$ cat src/rtl/pfb_pkg.sv
package pfb_pkg;

    typedef enum logic [2:0] {
        ST_IDLE,
        ST_RD_PAT,
        ST_LAT_PAT,
        ST_RD_DST,
        ST_LAT_DST,
        ST_WR
    } pfb_state_e;

    localparam logic [3:0] SEL_CTRL   = 4'd0;
    localparam logic [3:0] SEL_SRC    = 4'd1;
    localparam logic [3:0] SEL_DST    = 4'd2;
    localparam logic [3:0] SEL_WID    = 4'd3;
    localparam logic [3:0] SEL_HGT    = 4'd4;
    localparam logic [3:0] SEL_OP     = 4'd5;
    localparam logic [3:0] SEL_ROP    = 4'd6;
    localparam logic [3:0] SEL_FMT    = 4'd7;
    localparam logic [3:0] SEL_PITCH  = 4'd8;

    localparam logic [3:0] OP_PAT_FILL = 4'd6;
    localparam int         GO_BIT      = 7;

    // tile pixel influences the result
    function automatic logic rop_needs_pat(input logic [3:0] code);
        return code[3:2] != code[1:0];
    endfunction

    // destination pixel influences the result
    function automatic logic rop_needs_dst(input logic [3:0] code);
        return (code[3] != code[2]) || (code[1] != code[0]);
    endfunction

endpackage

$ cat src/rtl/pfb_regs.sv
module pfb_regs
    import pfb_pkg::*;
#(
    parameter int ADDR_W = 22,
    parameter int DIM_W  = 10,
    parameter int STR_W  = 12,
    parameter int CFG_W  = 32
) (
    input  logic              clk,
    input  logic              rst_n,
    input  logic              cfg_we,
    input  logic [3:0]        cfg_sel,
    input  logic [CFG_W-1:0]  cfg_wdata,
    output logic [CFG_W-1:0]  cfg_rdata,
    input  logic              done,
    output logic              go,
    output logic              busy,
    output logic [ADDR_W-1:0] src,
    output logic [ADDR_W-1:0] dst,
    output logic [DIM_W-1:0]  wid,
    output logic [DIM_W-1:0]  hgt,
    output logic [3:0]        rop,
    output logic              wide,
    output logic [STR_W-1:0]  pitch
);

    typedef struct packed {
        logic [ADDR_W-1:0] src;
        logic [ADDR_W-1:0] dst;
        logic [DIM_W-1:0]  wid;
        logic [DIM_W-1:0]  hgt;
        logic [3:0]        op;
        logic [3:0]        rop;
        logic              wide;
        logic [STR_W-1:0]  pitch;
        logic [1:0]        lin;
        logic              busy;
    } rf_t;

    rf_t rf_d, rf_q;
    logic go_d;
    logic unused_wdata;

    assign unused_wdata = ^cfg_wdata;

    always_comb begin
        rf_d = rf_q;
        go_d = 1'b0;
        if (cfg_we && !rf_q.busy) begin
            case (cfg_sel)
                SEL_CTRL: begin
                    rf_d.lin = cfg_wdata[1:0];
                    if (cfg_wdata[GO_BIT] && rf_q.op == OP_PAT_FILL
                        && cfg_wdata[1:0] == 2'b00) begin
                        rf_d.busy = 1'b1;
                        go_d      = 1'b1;
                    end
                end
                SEL_SRC:   rf_d.src   = cfg_wdata[ADDR_W-1:0];
                SEL_DST:   rf_d.dst   = cfg_wdata[ADDR_W-1:0];
                SEL_WID:   rf_d.wid   = cfg_wdata[DIM_W-1:0];
                SEL_HGT:   rf_d.hgt   = cfg_wdata[DIM_W-1:0];
                SEL_OP:    rf_d.op    = cfg_wdata[3:0];
                SEL_ROP:   rf_d.rop   = cfg_wdata[3:0];
                SEL_FMT:   rf_d.wide  = cfg_wdata[0];
                SEL_PITCH: rf_d.pitch = cfg_wdata[STR_W-1:0];
                default: ;
            endcase
        end
        if (done) begin
            rf_d.busy = 1'b0;
        end
    end

    always_ff @(posedge clk) begin
        if (!rst_n) begin
            rf_q <= '0;
        end else begin
            rf_q <= rf_d;
        end
    end

    always_comb begin
        case (cfg_sel)
            SEL_CTRL:  cfg_rdata = CFG_W'({rf_q.busy, 5'b0, rf_q.lin});
            SEL_SRC:   cfg_rdata = CFG_W'(rf_q.src);
            SEL_DST:   cfg_rdata = CFG_W'(rf_q.dst);
            SEL_WID:   cfg_rdata = CFG_W'(rf_q.wid);
            SEL_HGT:   cfg_rdata = CFG_W'(rf_q.hgt);
            SEL_OP:    cfg_rdata = CFG_W'(rf_q.op);
            SEL_ROP:   cfg_rdata = CFG_W'(rf_q.rop);
            SEL_FMT:   cfg_rdata = CFG_W'(rf_q.wide);
            SEL_PITCH: cfg_rdata = CFG_W'(rf_q.pitch);
            default:   cfg_rdata = '0;
        endcase
    end

    assign go    = go_d;
    assign busy  = rf_q.busy;
    assign src   = rf_q.src;
    assign dst   = rf_q.dst;
    assign wid   = rf_q.wid;
    assign hgt   = rf_q.hgt;
    assign rop   = rf_q.rop;
    assign wide  = rf_q.wide;
    assign pitch = rf_q.pitch;

    AST_GO_SETS_BUSY: assert property (@(posedge clk) disable iff (!rst_n)
        go |=> busy);

    AST_DONE_CLEARS_BUSY: assert property (@(posedge clk) disable iff (!rst_n)
        done |=> !busy);

    AST_BAD_START_IDLE: assert property (@(posedge clk) disable iff (!rst_n)
        (!busy && cfg_we && cfg_sel == SEL_CTRL
         && (rf_q.op != OP_PAT_FILL || cfg_wdata[1:0] != 2'b00)) |=> !busy);

    AST_CFG_FROZEN: assert property (@(posedge clk) disable iff (!rst_n)
        (busy && !done) |=> $stable({src, dst, wid, hgt, rop, wide, pitch}));

endmodule

$ cat src/rtl/pfb_walker.sv
module pfb_walker #(
    parameter int ADDR_W = 22,
    parameter int DIM_W  = 10,
    parameter int STR_W  = 12
) (
    input  logic              clk,
    input  logic              rst_n,
    input  logic              go,
    input  logic              step,
    input  logic [ADDR_W-1:0] src,
    input  logic [ADDR_W-1:0] dst,
    input  logic [DIM_W-1:0]  wid,
    input  logic [DIM_W-1:0]  hgt,
    input  logic              wide,
    input  logic [STR_W-1:0]  pitch,
    output logic [ADDR_W-1:0] pat_addr,
    output logic [ADDR_W-1:0] pix_addr,
    output logic              last
);

    typedef struct packed {
        logic [DIM_W-1:0]  x;
        logic [DIM_W-1:0]  y;
        logic [2:0]        col;
        logic [2:0]        prow;
        logic [ADDR_W-1:0] row;
    } walk_t;

    walk_t w_d, w_q;

    logic [2:0]        col0;
    logic [2:0]        row0;
    logic [ADDR_W-1:0] base;
    logic [ADDR_W-1:0] row_step;
    logic [6:0]        pat_off;
    logic [DIM_W:0]    pix_off;
    logic              line_end;

    assign col0     = wide ? src[3:1] : src[2:0];
    assign row0     = wide ? src[6:4] : src[5:3];
    assign base     = wide ? {src[ADDR_W-1:7], 7'b0} : {src[ADDR_W-1:6], 6'b0};
    assign row_step = ADDR_W'({pitch, 1'b0});
    assign line_end = (w_q.x == wid);

    always_comb begin
        w_d = w_q;
        if (go) begin
            w_d.x    = '0;
            w_d.y    = '0;
            w_d.col  = col0;
            w_d.prow = row0;
            w_d.row  = dst;
        end else if (step) begin
            if (line_end) begin
                w_d.x    = '0;
                w_d.y    = w_q.y + 1'b1;
                w_d.col  = col0;
                w_d.prow = w_q.prow + 3'd1;
                w_d.row  = w_q.row + row_step;
            end else begin
                w_d.x   = w_q.x + 1'b1;
                w_d.col = w_q.col + 3'd1;
            end
        end
    end

    always_ff @(posedge clk) begin
        if (!rst_n) begin
            w_q <= '0;
        end else begin
            w_q <= w_d;
        end
    end

    assign pat_off  = wide ? {w_q.prow, w_q.col, 1'b0} : {1'b0, w_q.prow, w_q.col};
    assign pix_off  = wide ? {w_q.x, 1'b0} : {1'b0, w_q.x};
    assign pat_addr = base + ADDR_W'(pat_off);
    assign pix_addr = w_q.row + ADDR_W'(pix_off);
    assign last     = line_end && (w_q.y == hgt);

    AST_COL_REWIND: assert property (@(posedge clk) disable iff (!rst_n)
        (step && !go && line_end) |=> (w_q.x == '0 && w_q.col == col0));

    AST_ROW_ADVANCE: assert property (@(posedge clk) disable iff (!rst_n)
        (step && !go && line_end) |=> (w_q.prow == $past(w_q.prow) + 3'd1));

    AST_COL_ADVANCE: assert property (@(posedge clk) disable iff (!rst_n)
        (step && !go && !line_end) |=> (w_q.col == $past(w_q.col) + 3'd1));

endmodule

$ cat src/rtl/pfb_rop.sv
module pfb_rop #(
    parameter int PIX_W = 16
) (
    input  logic [3:0]       code,
    input  logic [PIX_W-1:0] pat,
    input  logic [PIX_W-1:0] dpx,
    output logic [PIX_W-1:0] res
);

    for (genvar i = 0; i < PIX_W; i++) begin : g_bit
        assign res[i] = code[{pat[i], dpx[i]}];
    end

endmodule

$ cat src/rtl/pfill_blit.sv
module pfill_blit
    import pfb_pkg::*;
#(
    parameter int ADDR_W = 22,
    parameter int DIM_W  = 10,
    parameter int STR_W  = 12,
    parameter int CFG_W  = 32,
    parameter int PIX_W  = 16
) (
    input  logic              clk,
    input  logic              rst_n,
    input  logic              cfg_we,
    input  logic [3:0]        cfg_sel,
    input  logic [CFG_W-1:0]  cfg_wdata,
    output logic [CFG_W-1:0]  cfg_rdata,
    output logic              mem_req,
    output logic              mem_we,
    output logic              mem_wide,
    output logic [ADDR_W-1:0] mem_addr,
    output logic [PIX_W-1:0]  mem_wdata,
    input  logic              mem_gnt,
    input  logic [PIX_W-1:0]  mem_rdata
);

    localparam int BYTE_W = PIX_W / 2;

    typedef struct packed {
        pfb_state_e       st;
        logic [PIX_W-1:0] pat;
        logic [PIX_W-1:0] dpx;
    } ctl_t;

    ctl_t ctl_d, ctl_q;

    logic              go, busy, done, step, last;
    logic [ADDR_W-1:0] src, dst, pat_addr, pix_addr;
    logic [DIM_W-1:0]  wid, hgt;
    logic [3:0]        rop;
    logic              wide;
    logic [STR_W-1:0]  pitch;
    logic [PIX_W-1:0]  rd_pix, rop_out;
    logic              need_pat, need_dst;
    pfb_state_e        first_st;

    pfb_regs #(
        .ADDR_W(ADDR_W), .DIM_W(DIM_W), .STR_W(STR_W), .CFG_W(CFG_W)
    ) u_regs (
        .clk(clk), .rst_n(rst_n), .cfg_we(cfg_we), .cfg_sel(cfg_sel),
        .cfg_wdata(cfg_wdata), .cfg_rdata(cfg_rdata), .done(done),
        .go(go), .busy(busy), .src(src), .dst(dst), .wid(wid), .hgt(hgt),
        .rop(rop), .wide(wide), .pitch(pitch)
    );

    pfb_walker #(
        .ADDR_W(ADDR_W), .DIM_W(DIM_W), .STR_W(STR_W)
    ) u_walk (
        .clk(clk), .rst_n(rst_n), .go(go), .step(step), .src(src),
        .dst(dst), .wid(wid), .hgt(hgt), .wide(wide), .pitch(pitch),
        .pat_addr(pat_addr), .pix_addr(pix_addr), .last(last)
    );

    pfb_rop #(.PIX_W(PIX_W)) u_rop (
        .code(rop), .pat(ctl_q.pat), .dpx(ctl_q.dpx), .res(rop_out)
    );

    assign need_pat = rop_needs_pat(rop);
    assign need_dst = rop_needs_dst(rop);
    assign first_st = need_pat ? ST_RD_PAT : (need_dst ? ST_RD_DST : ST_WR);
    assign rd_pix   = wide ? mem_rdata
                           : {{(PIX_W-BYTE_W){1'b0}}, mem_rdata[BYTE_W-1:0]};

    always_comb begin
        ctl_d = ctl_q;
        step  = 1'b0;
        done  = 1'b0;
        case (ctl_q.st)
            ST_IDLE:    if (go) ctl_d.st = first_st;
            ST_RD_PAT:  if (mem_gnt) ctl_d.st = ST_LAT_PAT;
            ST_LAT_PAT: begin
                ctl_d.pat = rd_pix;
                ctl_d.st  = need_dst ? ST_RD_DST : ST_WR;
            end
            ST_RD_DST:  if (mem_gnt) ctl_d.st = ST_LAT_DST;
            ST_LAT_DST: begin
                ctl_d.dpx = rd_pix;
                ctl_d.st  = ST_WR;
            end
            ST_WR: begin
                if (mem_gnt) begin
                    step = 1'b1;
                    if (last) begin
                        done     = 1'b1;
                        ctl_d.st = ST_IDLE;
                    end else begin
                        ctl_d.st = first_st;
                    end
                end
            end
            default: ctl_d.st = ST_IDLE;
        endcase
    end

    always_ff @(posedge clk) begin
        if (!rst_n) begin
            ctl_q <= '{st: ST_IDLE, pat: '0, dpx: '0};
        end else begin
            ctl_q <= ctl_d;
        end
    end

    assign mem_req   = (ctl_q.st == ST_RD_PAT) || (ctl_q.st == ST_RD_DST)
                    || (ctl_q.st == ST_WR);
    assign mem_we    = (ctl_q.st == ST_WR);
    assign mem_wide  = wide;
    assign mem_addr  = (ctl_q.st == ST_RD_PAT) ? pat_addr : pix_addr;
    assign mem_wdata = wide ? rop_out
                            : {{(PIX_W-BYTE_W){1'b0}}, rop_out[BYTE_W-1:0]};

    AST_REQ_ONLY_BUSY: assert property (@(posedge clk) disable iff (!rst_n)
        mem_req |-> busy);

    AST_REQ_HOLD: assert property (@(posedge clk) disable iff (!rst_n)
        (mem_req && !mem_gnt) |=> (mem_req && $stable(mem_addr) && $stable(mem_we)));

    AST_NARROW_WDATA: assert property (@(posedge clk) disable iff (!rst_n)
        (mem_req && mem_we && !mem_wide) |-> (mem_wdata[PIX_W-1:BYTE_W] == '0));

    AST_DONE_ON_GRANT: assert property (@(posedge clk) disable iff (!rst_n)
        done |-> (mem_req && mem_we && mem_gnt));

endmodule

$ cat config.mk
export PLATFORM = sky130hd
export DESIGN_NAME = pfill_blit
export DESIGN_NICKNAME = d
export VERILOG_FILES = /design/src/rtl/pfb_pkg.sv /design/src/rtl/pfb_regs.sv /design/src/rtl/pfb_walker.sv /design/src/rtl/pfb_rop.sv /design/src/rtl/pfill_blit.sv
export SDC_FILE = /design/constraint.sdc
export NUM_CORES = 1
export LEC_CHECK = 0
export BUFFER_PORTS_ARGS = -buffer_cell sky130_fd_sc_hd__buf_2
export CORE_MARGIN = 3
export CORE_UTILIZATION = 39
export DETAILED_ROUTE_END_ITERATION = 10
export GPL_ROUTABILITY_DRIVEN = 0
export PLACE_DENSITY = 0.68
export SLEW_MARGIN = 30
export SYNTH_ARGS = -nofsm -noshare
export SYNTH_HDL_FRONTEND = slang
export SYNTH_SLANG_ARGS = --single-unit
$ cat constraint.sdc
create_clock -name clk -period 10 [get_ports clk]
set_input_delay 2 -clock clk [delete_from_list [all_inputs] [get_ports clk]]
set_output_delay 2 -clock clk [all_outputs]
set_load 0.1 [all_outputs]
After elaboration in Yosys (flattened, before gate mapping)
Index checks and enable logic that the tools add are counted.
Widths: inputs -> output; s select.
Cells by class
  $add $sub $neg: 7
  $lt $le $gt $ge: 16
  equality and inequality tests: 23
  mux-type cells: 62
  bitwise logic cells: 1
  reductions and logical operators: 28
Operator list (count)
  $pmux 22 s9: 1
  $mux 28: 2
  $lt 2x3->1 const B: 16
  $bmux 1 s2: 16
  $mux 16: 2
  $mux 3: 10
  $mux 25: 1
  $mux 1: 24
  $add 22x11->22: 1
  $add 22x13->22: 1
  $add 22x7->22: 1
  $mux 22: 1
  $reduce_and 2->1: 11
  $add 10x1->10 const B: 2
  $eq 10x10->1: 2
  $eq 4x3->1 const B: 5
  $pmux 3 s6: 1
  $mux 7: 2
  $mux 11: 1
  $mux 10: 1
  $eq 4x2->1 const B: 2
  $add 3x1->3 const B: 2
  $eq 3x2->1 const B: 2
  $eq 3x3->1 const B: 2
  18 further kinds: 28
Word-level totals
  bits in registers: 171
  bits of input ports: 56

Longest topological paths before layout
Gate-level depths: netlist of run 1.
  word-level depth: 8
  mapped depth: 13

Modules after synthesis
From an unflattened synthesis of run 1, not the netlist that was laid out.
Unflattened totals
  cells, all modules: 1297
  area total of the unflattened synthesis: 11275.8 um2
Modules (own cells, without submodules)
  pfb_regs: times used 1, cells each 548, area each 4855.9 um2, seq. area each 1761.7 um2
  pfb_walker: times used 1, cells each 514, area each 4170.2 um2, seq. area each 960.9 um2
  pfill_blit: times used 1, cells each 215, area each 1836.8 um2, seq. area each 700.7 um2
  pfb_rop: times used 1, cells each 20, area each 412.9 um2, seq. area each 0.0 um2

Worst setup path after synthesis of run 1
OpenSTA, ideal clock, no wires.
  kind: reg2out
  from: register u_regs.rf_q (netlist bit u_regs.wide)
  to: output mem_addr[16]
  arrival time: 5.458 ns
  slack: 2.542 ns
  cell stages (with the launch flop): 12
  buffers on the path: 2
  cell sequence: dfxtp_1 clkbuf_1 clkbuf_1 mux2_2 ha_1 a21oi_1 o21ai_0 a21oi_1 o31ai_1 nand2_1 xor2_1 o21ai_0
Between the ends
  word-level cells in the longest chain between the ends: 3
Ends and longest elaborated chain
  from (decl): RTL line pfb_regs.sv:40  | rf_t rf_d, rf_q;
  from (signal assigned): RTL line pfb_regs.sv:79  | rf_q <= rf_d;
  $mux 11 (tied with other cells): RTL line pfb_walker.sv:76  | assign pix_off = wide ? {w_q.x, 1'b0} : {1'b0, w_q.x};
  $add 22x11->22 or $add 22x7->22 (tied branches): RTL line pfb_walker.sv:78, pfb_walker.sv:77
  $mux 22 (*): RTL line pfill_blit.sv:115  | assign mem_addr = (ctl_q.st == ST_RD_PAT) ? pat_addr : pix_addr;
  to (decl): RTL line pfill_blit.sv:19  | output logic [ADDR_W-1:0] mem_addr,
Every way passes the cells marked *; elsewhere a longest branch is shown, timed or not.

Worst setup path in the final report of run 1
  from: input cfg_sel[0]
  to: output cfg_rdata[3]
Between the ends
  word-level cells in the longest chain between the ends: 2
Ends and longest elaborated chain
  from (decl): RTL line pfill_blit.sv:13  | input logic [3:0] cfg_sel,
  $eq 4x4->1 (tied with other cells): RTL line pfb_regs.sv:84  | case (cfg_sel)
  $pmux 22 s9 (*): RTL line pfb_regs.sv:84
  to (decl): RTL line pfill_blit.sv:15  | output logic [CFG_W-1:0] cfg_rdata,
Marked as above.

==> out/metrics.cfg, run 1 <==
[run_status]
run_status=completed

[global_route]
first_global_vias=8587
grt_overflow_total=0
grt.total_usage_pct=20.0
grt_max_degree=65
antenna_found_initial=0
grt_pass1_wl_mm=46.3

[power_and_ir_drop]
pwr-share-seq_pct=43.4
p_switching_uw=443
combPwrFrac_pct=10.5
total_power_uw=1620
p_clk_share_pct=46.0
p_int_uw=1180
power.density_nw_per_um2=141
ir_worst_vdd_mv=0.119
total_leakage_power_uw=0.00437
p_sw_share_pct=27.3

[sta]
finalMaxSlewViolations=0
max_freq_ghz=0.148
slew_headroom_pct=36.5
skew_ns=0.0123
finalSetupViolCount=0
finalCriticalPeriod_ns=6.78
setup_tns_ns=0
worstMarginPinSlew_ns=0.953
timing.final.crit_share_pct=67.8
rsz0062_at_grt=no
finalHoldViolations=0

[critical_path]
crit_fanout=19
path_buf_inv=2
cp.required_ns=8.00
cpMostUsedCell=buf_2
end_kind=output pin
crit_chain=buf_2, nor2b_1, and2_1, a221o_1, o21ai_0, a21oi_1, buf_2
regToRegSetupSlack_ns=7.04
r2r_cells=9
criticalPathCategory=primary input to output pin
slowest_stage=and2_1
cp.depth=7
critPathMaxStageDelay_ns=0.71
critPathArrivalTime_ns=4.78
cpLargestDelayFamily=simple AND/OR/NAND/NOR gates
worst_setup_path_start_kind=primary input

[layout]
nets=1419
final_common_cell=nand2_1
mostFrequentLayoutCells=nand2_1 (265), dfxtp_1 (170), buf_2 (108)
fillers=2481
diodes=0
area_growth_pct=13.0
final_cell_area_sq_um=11500
drive_gt1_share_pct=14.9
post-route-util_pct=45.2

[routing]
vias=9368
remaining_drc_errors=0
ant_nets=0
wl_per_cell_um=17.4
routed_wirelength_mm=29.2
first_pass_iters=5
initialDrtViolationCount=752
vias_per_cell=5.59

[placed_design]
place_area_sq_um=10900
port_buffers=108
hpwlAfterDp_mm=20.7

[cts]
clock_latency_ns=0.43
post_cts_resized=0
clockBufferDepth=2
htreeDepth=4
cts_buffers=17
cts_sinks=171
cts_setup_buffers=0
cts_hold_buffers=0
cts_tree=done
clk_pin_slew_worst_paths_ns=0.07
cts_root_buf=clkbuf_16

[synth]
synthArstFlopShare_pct=0
synth_warnings=0
synth_seq_area_share_pct=33.6
synth_top_area_share_pct=33.6
synth_ff_type=dfxtp_1
synth.cell_area_sq_um=10200
syn_area_per_cell_sq_um=7.93
synth_area_leaders=dfxtp_1 (34%), nand2_1 (9.8%), a21boi_0 (6.9%)
ys_seq_elements=171
synth_edf_count=0
yosysTopAreaCell=dfxtp_1
ys_types=67
postSynthCellCount=1285

[floorplan]
coreArea_sq_um=25500
die_x_um=168
die_height_um=168
fp-row-count=58
io_pins=129
die-area_sq_um=28100
start_util_pct=40.0

[worst_hold_path]
hp-class=flop to flop
holdPathStages=2

[flow_run]
cap_violations=0

==> cells by family after synthesis <==
| group | Yosys count | share of synthesized area (%) |
|---|---|---|
| buffers and inverters | 117 | 4.83 |
| muxes | 56 | 7.66 |
| DFF | 171 | 33.6 |
| AOI/OAI and AO/OA | 315 | 20.5 |
| adders and majority gates | 30 | 3.83 |
| and+or+nand+nor | 515 | 22.7 |
| xor gates and xnor gates | 80 | 6.87 |
| other | 1 | 0.0368 |
==> final cells by class <==
class	instances	area [sq um]	share of cell area, %
Tap cell	330	413	3.58
Clock inverter	15	236	2.05
Timing Repair Buffer	120	631	5.47
Multi-Input combinational cell	1007	6330	55.0
Sequential cell	171	3420	29.7
Clock buffer	17	425	3.69
Inverter	16	60.1	0.521
==> final timing paths <==
check	endpoint	start
max	cfg_rdata[3]	cfg_sel[0]
min	ctl_q[16]	ctl_q[16]
max reg2reg	u_walk.w_q[21]	u_walk.w_q[1]
min reg2reg	ctl_q[16]	ctl_q[16]
==> synth_stat cells (8+ instances only) <==
master,count
xnor2_1,37
buf_4,11
a211oi_1,8
nand2_1,265
a21oi_1,81
nor3_1,21
nand4_1,14
mux4_2,16
mux2_2,16
ha_1,28
a21boi_0,94
nor2b_1,8
xor2_1,43
nand3_1,64
clkbuf_1,84
nor2_1,73
mux2i_1,24
a22o_1,10
nor4_1,8
dfxtp_1,171
o21ai_0,53
and3_1,14
a31oi_1,9
and2_1,21
inv_1,16
==> layer usage <==
layer  vias to the layer above  routed length (um)  track usage, %
met5                         -                   0               0
met4                         0                 479            5.76
met1                      4433               13800            29.4
met3                        33                1940            3.26
li1                       4580                   -               -
met2                       322               12900            30.4
==> metrics by stage <==
step	hold slack (ns)	std cells	setup slack, ns
after detailed placement	0.455	1644	3.26
after global placement	0.450	1644	3.26
final	0.463	1676	3.22
after global routing	0.486	1676	2.99
after floorplan	0.441	1295	2.54
after CTS	0.466	1676	3.23
==> registers in the layout (all words and copies together), names as in the netlist, 6 cells and up <==
name          flops
u_walk.w_q       48
ctl_q            35
u_regs.dst       22
u_regs.src       22
u_regs.pitch     12
u_regs.hgt       10
u_regs.wid       10
u_regs.rf_q       6
==> tightest hold or removal path, cell delays in order (launching register included) <==
cell and delay (ns):
dfxtp_1 0.32, nand2_1 0.05, a21oi_1 0.05
==> power by group through the flow <==
| stage | sequential [uW] | combinational (uW) | clock [uW] |
|---|---|---|---|
| 4_1_cts | 704 | 171 | 756 |
| 5_1_grt | 705 | 183 | 786 |
| 3_3_place_gp | 719 | 169 | 0 |
| 6_report | 704 | 171 | 747 |
| 3_5_place_dp | 719 | 170 | 0 |
| 2_1_floorplan | 712 | 137 | 0 |
Note: power is estimated with default switching activity, not from simulation.
==> run 2, diff against run 1 <==
ABC_AREA = 1   (was not set)
PLACE_DENSITY = 0.71   (was 0.68)
clock period = 5.44 ns   (was 10 ns; I/O delays follow)
==> out/metrics.cfg, run 2 <==
[synth]
ys_types=49
synthTopCellsByCount=nand2_1 (292), a21oi_1 (225), inv_1 (206)
synth_most_common_cell=nand2_1
postSynthCellCount=1522
synth_ff_type=dfxtp_1
ys_seq_elements=171
synth_warnings=0
synth_area_leaders=dfxtp_1 (34%), a21oi_1 (11%), nand2_1 (11%)
synthArstFlopShare_pct=0
syn_area_per_cell_sq_um=6.63
synth_top_area_share_pct=33.9
synth_seq_area_share_pct=33.9
synth.cell_area_sq_um=10100
synth_edf_count=0
yosysTopAreaCell=dfxtp_1

[layout]
diodes=0
fillers=2632
mostFrequentLayoutCells=nand2_1 (289), a21oi_1 (225), inv_1 (206)
final_cell_area_sq_um=11400
reg.largest.list=u_walk.w_q (48), ctl_q (35)
largest_reg_flops=48
regMostFlops=u_walk.w_q
final_common_cell=nand2_1
area_growth_pct=13.1
nets=1680
drive_gt1_share_pct=11.8

[cts]
htreeDepth=4
post_cts_resized=0
cts_hold_buffers=0
cts_setup_buffers=0
clock_latency_ns=0.43
cts_sinks=171
clk_pin_slew_worst_paths_ns=0.07
clockBufferDepth=2
cts_buffers=17
cts_root_buf=clkbuf_16
cts_tree=done

[sta]
finalHoldViolations=0
rsz0062_at_grt=no
slew_headroom_pct=37.0
finalCriticalPeriod_ns=4.78
fin_hold_ws_ns=0.470
finalSetupViolCount=0
skew_ns=0.0126
finalMaxSlewViolations=0
max_freq_ghz=0.209
timing.final.crit_share_pct=87.8
worstMarginPinSlew_ns=0.944

[critical_path]
end_kind=output pin
crit_fanout=39
worst_setup_path_start_kind=flop
cp.required_ns=4.35
critPathArrivalTime_ns=3.69
criticalPathCategory=flop to output pin

[power_and_ir_drop]
p_clk_share_pct=39.1
ir_worst_vdd_mv=0.198
p_int_uw=2070
combPwrFrac_pct=17.3
pwr-share-seq_pct=43.6
p_sw_share_pct=32.4
power.density_nw_per_um2=269
p_switching_uw=995
total_leakage_power_uw=0.00478

[routing]
remaining_drc_errors=0
vias=10400
ant_nets=0
routed_wirelength_mm=30.7
initialDrtViolationCount=1050
vias_per_cell=5.37
first_pass_iters=8
wl_per_cell_um=15.8

[global_route]
first_global_vias=9365
grt_max_degree=92
grt_pass1_wl_mm=48.8
grt_overflow_total=0
antenna_found_initial=1
grt.total_usage_pct=21.4

[floorplan]
die-area_sq_um=27800
coreArea_sq_um=25300
fp-row-count=58
start_util_pct=39.8
die_height_um=167
io_pins=129
die_x_um=167

[flow_run]
cap_violations=0

[placed_design]
port_buffers=108
hpwlAfterDp_mm=22.2
place_area_sq_um=10800

[run_status]
run_status=completed

[worst_hold_path]
hp-class=flop to flop

run 2: cell types whose count changed after synthesis, moves of 20 or more:
cell / before / now
a21boi_0: 94 / 0
a21oi_1: 81 / 225
and2_1: 21 / 0
clkbuf_1: 84 / 53
inv_1: 16 / 206
mux2i_1: 24 / 1
nand2_1: 265 / 292
o21ai_0: 53 / 200
o22ai_1: 2 / 30
xnor2_1: 37 / 7
xor2_1: 43 / 23
run 2: routing by layer:
metal	global-route usage, %	share of wire, %
met3	4.18	7.5
met2	32.9	44
met4	5.60	1.8
met5	0	0.055
met1	30.8	47
run 2: logic make-up (layout without fill, tap and decap cells):
kind of cell    count (synthesis)  after routing  share of synthesized area [%]
compound gates                512            512                           27.1
simple gates                  483            483                           20.7
buf+inv                       294            369                           11.7
flops                         171            171                           33.9
fa+ha+maj                      30             30                           3.87
xor+xnor                       30             30                           2.60
other cells                     1             11                         0.0372
mux                             1              1                         0.0992
run 2: per-stage QoR:
step	std cells	total power, uW	setup slack (ns)	setup TNS (ns)	utilization [%]
2_1_floorplan	1532	1770	-0.184	-0.184	-
3_3_place_gp	1905	1880	1.15	0	42.7
3_5_place_dp	1905	1890	1.13	0	42.7
4_1_cts	1937	3080	0.680	0	45.0
5_1_grt	1937	3200	0.349	0	45.0
6_report	1937	3070	0.662	0	45.0
run 2: path summary, 6_finish.rpt:
| check | startpoint | end | slack [ns] | cells past startpoint |
|---|---|---|---|---|
| worst max-delay path | u_regs.wide | mem_addr[15] | 0.66 | 12 |
| worst min-delay path | ctl_q[25] | ctl_q[25] | 0.47 | 2 |
| worst max register to register | u_regs.busy | u_regs.pitch[2] | 3.14 | 6 |
| worst min register to register | ctl_q[25] | ctl_q[25] | 0.47 | 2 |
run 2: power by group through the flow:
stage	combinational, uW	clock, uW	sequential [uW]
after floorplan	420	0	1350
after global placement	516	0	1360
after detailed placement	525	0	1370
after CTS	527	1220	1340
after global routing	579	1270	1350
final	530	1200	1340
run 2: final cells by class:
| class | count | area [sq um] | share of cell area, % |
|---|---|---|---|
| Sequential cell | 171 | 3420 | 30.0 |
| Clock inverter | 13 | 136 | 1.20 |
| Tap cell | 330 | 413 | 3.62 |
| Multi-Input combinational cell | 1067 | 5550 | 48.7 |
| Timing Repair Buffer | 117 | 608 | 5.33 |
| Clock buffer | 19 | 443 | 3.88 |
| Inverter | 220 | 828 | 7.26 |
run 2: worst max-delay path: stages, from the launching register on:
cell	delay [ns]
dfxtp_2	0.71
o21ai_0	0.25
ha_1	0.37
o21ai_0	0.39
inv_1	0.16
nand3_1	0.10
nand3_1	0.20
nand2_1	0.17
inv_1	0.10
or2_2	0.28
nand3_1	0.08
o21ai_0	0.11
buf_2	0.34
